### src/rtl/disp_addr_pkg.sv
// Shared definitions for the display address generator.
// Assumes: the address splits into a low column field and a high row field.
package disp_addr_pkg;
    typedef enum logic {
        AM_BINARY = 1'b0,
        AM_ROWCOL = 1'b1
    } addr_mode_e;
endpackage

### src/rtl/dag_addr_counter.sv
// Running display address register.
// Loads the start address at frame end, loads the row-start value at line
// end, and otherwise steps either in binary or within the column field.
// Assumes: frame_load outranks line_end; all updates are gated by char_en.
module dag_addr_counter
    import disp_addr_pkg::*;
#(
    parameter int ADDR_W = 14,
    parameter int COL_W  = 8
) (
    input  logic              clk,
    input  logic              rst_n,
    input  logic              char_en,
    input  logic              frame_load,
    input  logic              line_end,
    input  addr_mode_e        mode,
    input  logic [ADDR_W-1:0] start_addr,
    input  logic [ADDR_W-1:0] row_start,
    output logic [ADDR_W-1:0] addr
);
    localparam int ROW_W = ADDR_W - COL_W;

    logic [ADDR_W-1:0] step_val;
    logic [COL_W-1:0]  col_inc;

    // Next address for a plain slot, chosen by the counting mode.
    always_comb begin
        col_inc = addr[COL_W-1:0] + 1'b1;
        if (mode == AM_ROWCOL)
            step_val = {addr[ADDR_W-1:COL_W], col_inc};
        else
            step_val = addr + 1'b1;
    end

    // Address register with frame load, line load and step.
    always_ff @(posedge clk) begin
        if (!rst_n)
            addr <= '0;
        else if (char_en) begin
            if (frame_load)
                addr <= start_addr;
            else if (line_end)
                addr <= row_start;
            else
                addr <= step_val;
        end
    end

    AST_RESET_ADDR: assert property (@(posedge clk)
        !rst_n |=> addr == '0);
    AST_FRAME_LOAD: assert property (@(posedge clk) disable iff (!rst_n)
        (char_en && frame_load) |=> addr == $past(start_addr));
    AST_BIN_STEP: assert property (@(posedge clk) disable iff (!rst_n)
        (char_en && !frame_load && !line_end && mode == AM_BINARY)
        |=> addr == $past(addr) + 1'b1);
    AST_LINE_LOAD: assert property (@(posedge clk) disable iff (!rst_n)
        (char_en && line_end && !frame_load) |=> addr == $past(row_start));
    AST_HOLD_ADDR: assert property (@(posedge clk) disable iff (!rst_n)
        !char_en |=> $stable(addr));
    AST_RC_ROW_KEEP: assert property (@(posedge clk) disable iff (!rst_n)
        (char_en && !frame_load && !line_end && mode == AM_ROWCOL)
        |=> addr[ADDR_W-1:COL_W] == $past(addr[ADDR_W-1:COL_W]));

    // The row field width must be positive.
    initial begin
        if (ROW_W < 1) $error("dag_addr_counter: COL_W must be below ADDR_W");
    end
endmodule

### src/rtl/dag_row_latch.sv
// Row-start register.
// Takes the start address at frame end. On the last rasterline of a row, at
// the first slot past the visible width, it captures the next row's start:
// the running address in binary mode, or the next row with the same start
// column in row/column mode.
// Assumes: frame_load outranks capture; all updates are gated by char_en.
module dag_row_latch
    import disp_addr_pkg::*;
#(
    parameter int ADDR_W = 14,
    parameter int COL_W  = 8
) (
    input  logic              clk,
    input  logic              rst_n,
    input  logic              char_en,
    input  logic              frame_load,
    input  logic              row_last,
    input  logic              hdisp_hit,
    input  addr_mode_e        mode,
    input  logic [ADDR_W-1:0] start_addr,
    input  logic [ADDR_W-1:0] addr,
    output logic [ADDR_W-1:0] row_start
);
    localparam int ROW_W = ADDR_W - COL_W;

    logic              capture;
    logic [ROW_W-1:0]  next_row;
    logic [ADDR_W-1:0] capture_val;

    // Value to capture for the next character row.
    always_comb begin
        capture  = row_last && hdisp_hit;
        next_row = addr[ADDR_W-1:COL_W] + 1'b1;
        if (mode == AM_ROWCOL)
            capture_val = {next_row, row_start[COL_W-1:0]};
        else
            capture_val = addr;
    end

    // Row-start register update.
    always_ff @(posedge clk) begin
        if (!rst_n)
            row_start <= '0;
        else if (char_en) begin
            if (frame_load)
                row_start <= start_addr;
            else if (capture)
                row_start <= capture_val;
        end
    end

    AST_LATCH_FRAME: assert property (@(posedge clk) disable iff (!rst_n)
        (char_en && frame_load) |=> row_start == $past(start_addr));
    AST_HOLD_LATCH: assert property (@(posedge clk) disable iff (!rst_n)
        !char_en |=> $stable(row_start));
    AST_NO_STRAY_CAPTURE: assert property (@(posedge clk) disable iff (!rst_n)
        (char_en && !frame_load && !(row_last && hdisp_hit))
        |=> $stable(row_start));
    AST_RC_COL_KEEP: assert property (@(posedge clk) disable iff (!rst_n)
        (char_en && !frame_load && mode == AM_ROWCOL)
        |=> row_start[COL_W-1:0] == $past(row_start[COL_W-1:0]));
endmodule

### src/rtl/dag_cursor_match.sv
// Cursor comparator: flags the slot whose address equals the cursor address
// while the rasterline lies inside the cursor window.
// Assumes: purely combinational; the output follows the address in the same cycle.
module dag_cursor_match #(
    parameter int ADDR_W = 14
) (
    input  logic              clk,
    input  logic              rst_n,
    input  logic [ADDR_W-1:0] addr,
    input  logic [ADDR_W-1:0] cursor_addr,
    input  logic              cur_rows,
    output logic              cursor_on
);
    // Equality compare qualified by the cursor window.
    always_comb begin
        cursor_on = cur_rows && (addr == cursor_addr);
    end

    AST_CURSOR_WINDOW: assert property (@(posedge clk) disable iff (!rst_n)
        cursor_on |-> cur_rows);
    AST_CURSOR_ADDR: assert property (@(posedge clk) disable iff (!rst_n)
        (addr != cursor_addr) |-> !cursor_on);
endmodule

### src/rtl/disp_addr_gen.sv
// Top of the display address generator: running address, row-start
// register and cursor comparator.
// Assumes: the timing markers are one-slot pulses from the horizontal and
// vertical counters and are valid in the slot they describe.
module disp_addr_gen
    import disp_addr_pkg::*;
#(
    parameter int ADDR_W    = 14,
    parameter int COL_W     = 8,
    parameter bit ROWCOL_EN = 1'b1
) (
    input  logic              clk,
    input  logic              rst_n,
    input  logic              char_en,
    input  logic              frame_load,
    input  logic              line_end,
    input  logic              row_last,
    input  logic              hdisp_hit,
    input  logic              cur_rows,
    input  logic              rowcol_mode,
    input  logic [ADDR_W-1:0] start_addr,
    input  logic [ADDR_W-1:0] cursor_addr,
    output logic [ADDR_W-1:0] mem_addr,
    output logic              cursor_on
);
    addr_mode_e        mode;
    logic [ADDR_W-1:0] row_start;

    // Mode selection; row/column counting can be left out by parameter.
    generate
        if (ROWCOL_EN) begin : g_mode_sel
            assign mode = rowcol_mode ? AM_ROWCOL : AM_BINARY;
        end else begin : g_mode_bin
            assign mode = AM_BINARY;
        end
    endgenerate

    dag_addr_counter #(.ADDR_W(ADDR_W), .COL_W(COL_W)) u_cnt (
        .clk        (clk),
        .rst_n      (rst_n),
        .char_en    (char_en),
        .frame_load (frame_load),
        .line_end   (line_end),
        .mode       (mode),
        .start_addr (start_addr),
        .row_start  (row_start),
        .addr       (mem_addr)
    );

    dag_row_latch #(.ADDR_W(ADDR_W), .COL_W(COL_W)) u_latch (
        .clk        (clk),
        .rst_n      (rst_n),
        .char_en    (char_en),
        .frame_load (frame_load),
        .row_last   (row_last),
        .hdisp_hit  (hdisp_hit),
        .mode       (mode),
        .start_addr (start_addr),
        .addr       (mem_addr),
        .row_start  (row_start)
    );

    dag_cursor_match #(.ADDR_W(ADDR_W)) u_cur (
        .clk         (clk),
        .rst_n       (rst_n),
        .addr        (mem_addr),
        .cursor_addr (cursor_addr),
        .cur_rows    (cur_rows),
        .cursor_on   (cursor_on)
    );
endmodule

### config.mk
export PLATFORM = sky130hd
export DESIGN_NAME = disp_addr_gen
export DESIGN_NICKNAME = d
export VERILOG_FILES = /design/src/rtl/disp_addr_pkg.sv /design/src/rtl/dag_addr_counter.sv /design/src/rtl/dag_row_latch.sv /design/src/rtl/dag_cursor_match.sv /design/src/rtl/disp_addr_gen.sv
export SDC_FILE = /design/constraint.sdc
export NUM_CORES = 1
export LEC_CHECK = 0
export BUFFER_PORTS_ARGS = -buffer_cell sky130_fd_sc_hd__buf_4
export CAP_MARGIN = 10
export CORE_UTILIZATION = 25
export DETAILED_ROUTE_END_ITERATION = 10
export PLACE_DENSITY = 0.49
export SYNTH_ARGS = -nofsm -noshare
export SYNTH_HDL_FRONTEND = slang
export SYNTH_SLANG_ARGS = --single-unit
export TNS_END_PERCENT = 5
### constraint.sdc
create_clock -name clk -period 2.1 [get_ports clk]
set_clock_uncertainty 0.2 [all_clocks]
set_input_delay 0.21 -clock clk [delete_from_list [all_inputs] [get_ports clk]]
set_output_delay 0.21 -clock clk [all_outputs]
set_load 0.02 [all_outputs]
* After elaboration in Yosys (flattened, before gate mapping) *
Index checks and enable logic that the tools add are counted.

storage, ports and cells
  input bits = 37
  RAM bits = 0
  memory bits (read-only) = 0
  register bits after elaboration = 28
  memories kept = 0
  output and inout bits = 15
  bits in latches = 0

operators by class
  multiply operators = 0
  bitwise logic cells = 0
  $add $sub $neg = 3
  multiplexer cells = 7
  reductions and logical operators = 6
  divide/modulo/power cells = 0
  shifts and indexed selects = 0
  order comparisons = 0
  equality and inequality tests = 3

operators by type and width
  kind                                           count
  two-way mux 14 bit                             6
  adder 14 x 1 -> 14 bit, second input constant  1
  == test 14 bit                                 1
  adder 8 x 1 -> 8 bit, second input constant    1
  adder 6 x 1 -> 6 bit, second input constant    1
  AND reduction 2 bit                            2
  inequality test 3 bit, second input constant   1
  AND reduction 3 bit                            1
  logical AND 1 bit                              2
  inequality test 2 bit, second input constant   1
  nonzero test 2 bit                             1
  two-way mux 1 bit                              1

* Longest topological paths before layout *
  depth after elaboration = 4
  gate-level depth with buffers = 6

* Cells and area by module *
A second synthesis with hierarchy kept.

unflattened totals
  cells, all modules = 256
  area total of the unflattened synthesis = 2132.0 um^2

by module, submodules not included
  module            sequential area each (um^2)  area an instance (um^2)  instances  cells an instance
  dag_addr_counter  280.3                        1081.0                   1          142
  dag_row_latch     280.3                        892.1                    1          95
  dag_cursor_match  0.0                          158.9                    1          19

* Least setup slack after synthesis *
No wires, ideal clock.

  path type = reg-to-output
  start = register u_cnt.addr[11]
  end = output port cursor_on
  required time = 1.690 ns
  data arrival time = 1.694 ns
  buffers on the path = 1
  stages on the path, launching flop included = 5
  path slack = -0.004 ns
  cell sequence = dfxtp_1 -> clkbuf_1 -> xnor2_1 -> nand3_1 -> nor4_1

between the ends
  cells in the longest elaborated chain, start to end = 2

ends and longest elaborated chain
  item                      line                    text
  start: declaration        dag_addr_counter.sv:19  output logic [ADDR_W-1:0] addr
  start signal: assignment  dag_addr_counter.sv:41  addr <= start_addr;
  start signal: assignment  dag_addr_counter.sv:43  addr <= row_start;
  start signal: assignment  dag_addr_counter.sv:45  addr <= step_val;
  == test 14 bit            dag_cursor_match.sv:16  cursor_on = cur_rows && (addr == cursor_addr);
  logical AND 1 bit         dag_cursor_match.sv:16
  end: declaration          disp_addr_gen.sv:24     output logic cursor_on

No other way between the ends.

* Final worst setup path *
  start = register u_cnt.addr[8]
  end = output port cursor_on

The elaborated chain is that of the path after synthesis.

==> impl_results.md <==
- Dpl hpwl: ~4900 um
- Yosys cell types: 51
- Die H: 91.1 um
- Final period utilization: 0.959
- Met2 routed WL: between 2000 and 3000 um
- DRT antenna net count: 0
- WP data required: 1.69 ns
- Kind of critical path: register to output pin
- Port Buffer Count: about 50
- Syn Area/Cell: around 8 um^2
- Fmax: 496 MHz
- Core area: around 7700 um^2
- Routed WL per cell: 15.8 um
- Worst-path fanout max: 11
- Vias in the first global route: 1,989
- CTS root buffer: clkbuf_8
- Hold Crit Class: input port to register
- Cell Area, Synth: approximately 2000 um^2
- Routed vias: 2,049
- Grt total ovfl: 0
- Nets@finish: 342
- Initial DRC Count: approximately 160
- Max_slew headroom: 0.548
- GP Congestion: 0.828
- Post-synth top flop: dfxtp_1
- Starting Density: 0.258
- Register area share after synthesis: 0.282
- Total track usage: 0.161
- CTS Hold Bufs: 0
- Max VDD drop: between 0.0002 and 0.00025 V
- Layout area overhead: 30.0%
- Num ports: 52
- Worst-Skew Late Latency: roughly 0.28 ns
- CTS sink count: 28
- Max-slew violation count: 0
- Inst Count DP: 400
- Max_cap viols: 0
- Tmin final: just over 2 ns
- Largest net degree at the start of global routing: 25
- Die Area: about 8300 um^2
- H-Tree Depth: 1
- Initial antenna violation count: 0
- Number of synthesized flops with an enable pin: 0
- Hold Vio Cnt, Final: 0
- Setup crit start kind: register
- Post-CTS setup buffer count: 0
- Non-Filler Instances: 404
- Total CTS buffers: 3
- CTS tree: built
- Share of the synthesized area in the top cell type: 0.282
- Post_cts resized: 0
- Arr. time, crit path: ~1.6 ns
- Top post-synthesis cells by area: dfxtp_1, xnor2_1, mux2i_1
- Routed WL: 6390 um
- YS warnings: 0
- Die Width: just over 90 um
- Total power: 0.00145 W
- Seq cells post-synth: 28
- Pleak: between 0.9 and 1 nW
- # setup viols final: 0
- Gate Count Post-Synth: ~260
- Worst Max-Slew Pin Slew: between 0.6 and 0.7 ns
- Met3 Wirelength: about 320 um
- Uppermost layer routed: met4
- Synth async-reset ratio: 0
- Dpl cell area: about 2500 um^2
- Pwr/cell area: about 560 nW/um^2
- Syn Nets: between 200 and 300
- Run status: completed
- Clock buffer depth: 2
- RSZ-0062 raised after global routing: no
- Layout cell share with drive strength beyond 1: 0.272
- Rows: 32
- Most frequent cells in the layout: buf_4, dfxtp_1, nand2_1, nor2_1, xnor2_1
- Synth area leader: dfxtp_1
- Setup_tns: 0 ns
- Clock slew at reported path FFs: around 0.11 ns
- Metal1 wirelength: 3140 um
- Post-DR vias/cell: 5.07
- N_diodes: 0
- Most common cell after layout, fill and taps aside: buf_4
- Layout Utilization: 0.336
- First-pass GRT wire length: around 11,000 um
- DRC violations left: 0
- Detailed Routing Iterations Pass 1: 4
- Final instance area: 2580 um^2
- CP Capture Type: output pin
[power by group]
part | internal (W) | total [W] | switching [W] | leakage, nW
Clock | 0.000256 | 0.000445 | 0.000189 | 0.0357
Combinational | 0.000186 | 0.000392 | 0.000206 | 0.709
Sequential | 0.000568 | 0.000610 | 0.0000413 | 0.230
[through the flow]
stage,hold WS [ns],setup WS [ns]
6_report,0.0163,0.0858
5_1_grt,0.0227,0.000738
4_1_cts,0.00819,0.0716
3_5_place_dp,0.262,0.204
3_3_place_gp,0.254,0.218
2_1_floorplan,0.154,0.191
[critical path: stages (launching register included)]
cell     delay, ns
dfxtp_1       0.60
xnor2_1       0.18
nand4_1       0.13
nor4_2        0.25
buf_4         0.18
[routing by layer]
layer	GRT usage	up-vias
met5	0	-
met4	0.0357	0
met3	0.0193	4
met2	0.247	61
met1	0.240	952
li1	-	1032
[area by class of cell]
| type | instances | area [um^2] |
|---|---|---|
| fill | 856 | 5110 |
| multi-input combinational | 198 | 1300 |
| sequential | 28 | 561 |
| timing repair buffer | 67 | 503 |
| tap | 102 | 128 |
| clock buffer | 3 | 41.3 |
| clock inverter | 1 | 30.0 |
| inverter | 5 | 18.8 |
[cell usage after synthesis (3+ instances only)]
cell      instances
o21ai_0          15
xnor2_1          19
a31oi_1           3
nand4_1           8
mux2i_1           9
clkbuf_2          3
nor3_1            5
o21a_1            3
o211ai_1          3
clkbuf_1         10
a21oi_1          14
buf_2             9
nand2_1          22
nand3b_1          5
a311oi_1          7
nand3_1          15
nor2_1           22
a211oi_1          4
dfxtp_1          28
inv_1             5
nand2b_1          7
[flip-flops by register name (all words and copies together) (netlist names)]
signal / cells
u_cnt.addr: 14
u_latch.row_start: 14
[logic make-up after synthesis]
logic type,count (synthesis),synth area share
multiplexers,11,0.0567
AO/OA/AOI/OAI,68,0.234
XOR/XNOR,20,0.0882
AND/OR/NAND/NOR,97,0.260
buffers and inverters,29,0.0662
flip-flops,28,0.282
adder cells (fa/ha/maj),2,0.0126
[worst paths after layout]
kind	cells past startpoint	to	startpoint	slack (ns)
worst max register to register	4	u_latch.row_start[13]	u_cnt.addr[10]	0.20
worst max-delay path	4	cursor_on	u_cnt.addr[8]	0.09
worst min-delay path	2	u_cnt.addr[2]	char_en	0.02
worst min register to register	2	u_latch.row_start[9]	u_latch.row_start[9]	0.28
(Power assumes the default switching activity.)
